[config.mk]
export PLATFORM = sky130hd
export DESIGN_NAME = fwd_interlock_unit
export DESIGN_NICKNAME = d
export VERILOG_FILES = /design/src/rtl/fwd_pkg.sv /design/src/rtl/producer_match.sv /design/src/rtl/operand_route.sv /design/src/rtl/load_use_guard.sv /design/src/rtl/fwd_interlock_unit.sv
export SDC_FILE = /design/constraint.sdc
export NUM_CORES = 1
export LEC_CHECK = 0
export BUFFER_PORTS_ARGS = -buffer_cell sky130_fd_sc_hd__buf_4
export CAP_MARGIN = 20
export CORE_AREA = 4 4 41 43
export DETAILED_ROUTE_END_ITERATION = 12
export DIE_AREA = 0 0 45 47
export PLACE_DENSITY = 0.73
export SYNTH_ARGS = -nofsm -noshare
export SYNTH_HDL_FRONTEND = slang
export SYNTH_SLANG_ARGS = --single-unit
[constraint.sdc]
create_clock -name vclk -period 3.44
set_clock_uncertainty 0.05 [all_clocks]
set_input_delay 0.344 -clock vclk [all_inputs]
set_output_delay 0.344 -clock vclk [all_outputs]
set_load 0.005 [all_outputs]
[src/rtl/fwd_pkg.sv]
package fwd_pkg;
  typedef enum logic [1:0] {
    SEL_REGFILE = 2'b00,
    SEL_WBACK   = 2'b01,
    SEL_MEMSTG  = 2'b10
  } opnd_sel_e;
endpackage

[src/rtl/producer_match.sv]
// One comparator: does a producer that writes a non-zero register feed this source?
module producer_match #(
  parameter int W = 5
) (
  input  logic [W-1:0] src,
  input  logic [W-1:0] dst,
  input  logic         wr_en,
  output logic         hit
);
  always_comb begin
    hit = wr_en && (dst != '0) && (dst == src);
  end
endmodule

[src/rtl/operand_route.sv]
module operand_route
  import fwd_pkg::*;
#(
  parameter int W = 5
) (
  input  logic [W-1:0] src,
  input  logic [W-1:0] mem_dst,
  input  logic         mem_wr_en,
  input  logic [W-1:0] wb_dst,
  input  logic         wb_wr_en,
  output opnd_sel_e    sel
);
  logic hit_mem;
  logic hit_wb;

  producer_match #(.W(W)) u_mem (.src(src), .dst(mem_dst), .wr_en(mem_wr_en), .hit(hit_mem));
  producer_match #(.W(W)) u_wb  (.src(src), .dst(wb_dst),  .wr_en(wb_wr_en),  .hit(hit_wb));

  // younger producer first
  always_comb begin
    if (hit_mem)     sel = SEL_MEMSTG;
    else if (hit_wb) sel = SEL_WBACK;
    else             sel = SEL_REGFILE;
  end

  always_comb begin
    if (sel == SEL_MEMSTG)
      assert_memsel_source_R2: assert (mem_wr_en && mem_dst == src)
        else $error("memory-stage select without matching enabled producer");
    if (sel == SEL_WBACK)
      assert_wbsel_source_R3: assert (wb_wr_en && wb_dst == src)
        else $error("writeback select without matching enabled producer");
    if (src == '0)
      assert_zero_not_bypassed_R5: assert (sel == SEL_REGFILE)
        else $error("register 0 bypassed");
  end
endmodule

[src/rtl/load_use_guard.sv]
module load_use_guard #(
  parameter int W    = 5,
  parameter int NSRC = 2
) (
  input  logic [W-1:0]           ex_dst,
  input  logic                   ex_is_load,
  input  logic [NSRC-1:0][W-1:0] id_src,
  output logic                   stall
);
  logic [NSRC-1:0] src_hit;

  for (genvar i = 0; i < NSRC; i++) begin : g_src
    producer_match #(.W(W)) u_cmp (
      .src  (id_src[i]),
      .dst  (ex_dst),
      .wr_en(ex_is_load),
      .hit  (src_hit[i])
    );
  end

  always_comb begin
    stall = |src_hit;
  end

  always_comb begin
    if (stall)
      assert_stall_needs_load_R7: assert (ex_is_load && ex_dst != '0)
        else $error("stall without a load in execute");
    if (!ex_is_load)
      assert_no_stall_nonload_R8: assert (!stall)
        else $error("stall raised for a non-load");
  end
endmodule

[src/rtl/fwd_interlock_unit.sv]
module fwd_interlock_unit
  import fwd_pkg::*;
#(
  parameter int REG_ADDR_W = 5
) (
  input  logic [REG_ADDR_W-1:0] ex_src_a,
  input  logic [REG_ADDR_W-1:0] ex_src_b,
  input  logic [REG_ADDR_W-1:0] mem_dst,
  input  logic                  mem_wr_en,
  input  logic [REG_ADDR_W-1:0] wb_dst,
  input  logic                  wb_wr_en,
  input  logic [REG_ADDR_W-1:0] ex_dst,
  input  logic                  ex_is_load,
  input  logic [REG_ADDR_W-1:0] id_src_a,
  input  logic [REG_ADDR_W-1:0] id_src_b,
  output logic [1:0]            fwd_sel_a,
  output logic [1:0]            fwd_sel_b,
  output logic                  hold_front,
  output logic                  squash_ex
);
  localparam int NOPND = 2;

  logic [NOPND-1:0][REG_ADDR_W-1:0] ex_srcs;
  logic [NOPND-1:0][REG_ADDR_W-1:0] id_srcs;
  opnd_sel_e                        sels [NOPND];
  logic                             lu_stall;

  assign ex_srcs = {ex_src_b, ex_src_a};
  assign id_srcs = {id_src_b, id_src_a};

  for (genvar k = 0; k < NOPND; k++) begin : g_opnd
    operand_route #(.W(REG_ADDR_W)) u_route (
      .src      (ex_srcs[k]),
      .mem_dst  (mem_dst),
      .mem_wr_en(mem_wr_en),
      .wb_dst   (wb_dst),
      .wb_wr_en (wb_wr_en),
      .sel      (sels[k])
    );
  end

  load_use_guard #(.W(REG_ADDR_W), .NSRC(NOPND)) u_guard (
    .ex_dst    (ex_dst),
    .ex_is_load(ex_is_load),
    .id_src    (id_srcs),
    .stall     (lu_stall)
  );

  always_comb begin
    fwd_sel_a  = sels[0];
    fwd_sel_b  = sels[1];
    hold_front = lu_stall;
    squash_ex  = lu_stall;
  end

  always_comb begin
    assert_sel_legal_R1: assert (fwd_sel_a != 2'b11 && fwd_sel_b != 2'b11)
      else $error("illegal operand select");
    assert_hold_squash_pair_R10: assert (hold_front == squash_ex)
      else $error("hold and squash disagree");
    if (!mem_wr_en && !wb_wr_en)
      assert_no_enable_no_bypass_R6: assert (fwd_sel_a == 2'b00 && fwd_sel_b == 2'b00)
        else $error("bypass without any write enable");
  end
endmodule

==> results.yml <==
outcome:
  status: "finished clean"
drt:
  drtPass1Iterations: 1
  drtIter0Drc: 0
  wl_microns: 1320
  vias: 512
  detail-route-antenna-nets: 0
  drcViolationCount: 0
  post_drt_via_cell_ratio: 4.74
  wire_per_inst_microns: 12.3
power:
  seqPwrFrac: 0
  leakagePower_nw: 0.339
  p_clk_frac: 0
  pwr-share-comb: 1.000
  power_density_nw_per_um2: 111
  internal_power_mw: 0.0503
  totalPowerFinal_mw: 0.0822
  p_sw_mw: 0.0320
  peakVddDrop_uv: 46.4
  switching_share: 0.389
layout:
  fin_nets: 133
  fin_util: 0.569
  regArea_sq_um: 0
  n_antenna_cell: 0
  nClkBuffers: 0
  nFlopsAndLatches: 0
  synthToLayoutAreaGrowth_pct: 78.9
  final_cells: 108
  drive_above_1_share: 0.505
  design_area_sq_um: 741
timing:
  slew_headroom: 0.700
  setup_violations: 0
  min_period_ns: 2.04
  fmax_mhz: 490
  fin_ws_ns: 1.40
  fin_crit_sh: 0.593
  whs_ns: 0.992
  grt_setup_unrepaired: "false"
  drv_slew: 0
  tightest_slew_ns: 0.446
  hold_viol_final: 0
  setup-tns-final_ns: 0
setup_path:
  arrival_ns: 1.65
  crit_top_cell: "buf_4"
  cp_cell_sequence: "buf_4 > or4_1 > o21ai_2 > nor4_1 > nor4_2 > buf_4"
  worstSetupStartpointType: "primary input"
  worst-path-max-fanout: 3
  slowest_delay_ns: 0.53
  slowest_stage: "or4_1"
  worstPathRequired_ns: 3.05
  endpoint_kind: "primary output"
  path_class: "primary input to primary output"
die:
  ios: 44
  die_x_microns: 45
  row_count: 13
  core_area_sq_um: 1300
  start_util: 0.318
  dieArea_sq_um: 2120
  die_h_microns: 47
synth:
  syn_avg_cell_area_sq_um: 7.96
  synth.area.top_cells: "xor2_1, xnor2_1, or4_1, nor4_2, buf_4"
  yosysTopAreaCell: "xor2_1"
  synth_top_area_frac: 0.423
  synth_area_sq_um: 414
  ys_warn_count: 0
  yosysSeqAreaShare: 0
  ys_types: 12
  synthCells: 52
  syn_nets: 90
grt:
  grt_overflow_total: 0
  grt_pass1_wl_microns: 2130
  track_usage: 0.127
  antenna_found_initial: 0
  grt_pass1_vias: 557
  grt_max_degree: 4
place:
  post-place-ws_ns: 1.39
  placed_area_sq_um: 741
  io_buffers: 44
  dp_cells: 108
  hpwl_microns: 1270
  place_congestion: 0.789
cts:
  holdBufCountCts: 0
  cts_resized: 0
  postCtsSetupBuffers: 0
run:
  cap_violations: 0
hold_path:
  hp-class: "primary input to primary output"
[worst paths after layout]
kind                       end  startpoint  cells past startpoint  slack [ns]
setup / recovery  fwd_sel_b[0]  mem_dst[0]                      6        1.40
hold / removal      hold_front  ex_is_load                      4        0.99
[worst max-delay path: cells and delay by family]
| family | cells | cell delay, ns |
|---|---|---|
| and+or+nand+nor | 3 | 0.89 |
| buffers and inverters | 2 | 0.26 |
| AOI/OAI and AO/OA | 1 | 0.15 |
[metal layers]
metal / part of all wire / vias up / global-route usage
met2: 0.54 / 35 / 0.294
met1: 0.30 / 214 / 0.119
met4: 0 / 0 / 0
met5: 0 / - / 0
met3: 0.15 / 0 / 0.0192
li1: - / 263 / -
[power by group through the flow]
| stage | sequential, mW | clock, mW | combinational [mW] |
|---|---|---|---|
| 6_report | 0 | 0 | 0.0822 |
| 5_1_grt | 0 | 0 | 0.0906 |
| 4_1_cts | 0 | 0 | 0.0836 |
| 3_5_place_dp | 0 | 0 | 0.0835 |
| 3_3_place_gp | 0 | 0 | 0.0825 |
| 2_1_floorplan | 0 | 0 | 0.0328 |
[synthesized netlist by cell type, drive strengths merged]
| master | instances |
|---|---|
| xor2 | 20 |
| buf | 3 |
| nor3 | 2 |
| o21ai | 3 |
| xnor2 | 10 |
| a21oi | 1 |
| nand3 | 4 |
| or4 | 5 |
| nor4 | 4 |
[layout make-up]
cell class         count  area (sq um)
fillers              131           561
multi-input cells     49           392
well taps             15          18.8
repair buffers        44           330
[cells by family after synthesis]
group | count (synthesis) | share of synthesized area
compound gates | 4 | 0.0574
xor+xnor | 30 | 0.634
buf+inv | 3 | 0.0544
simple gates | 15 | 0.254
[layout by cell type (no fill, tap or decap), drive strengths merged]
cell,netlist,layout
a21oi,1,1
o21ai,3,3
nor4,4,4
xor2,20,20
buf,3,44
xnor2,10,10
nor3,2,2
or4,5,5
nand3,4,4
No activity file was read; power rests on OpenSTA's default activity.
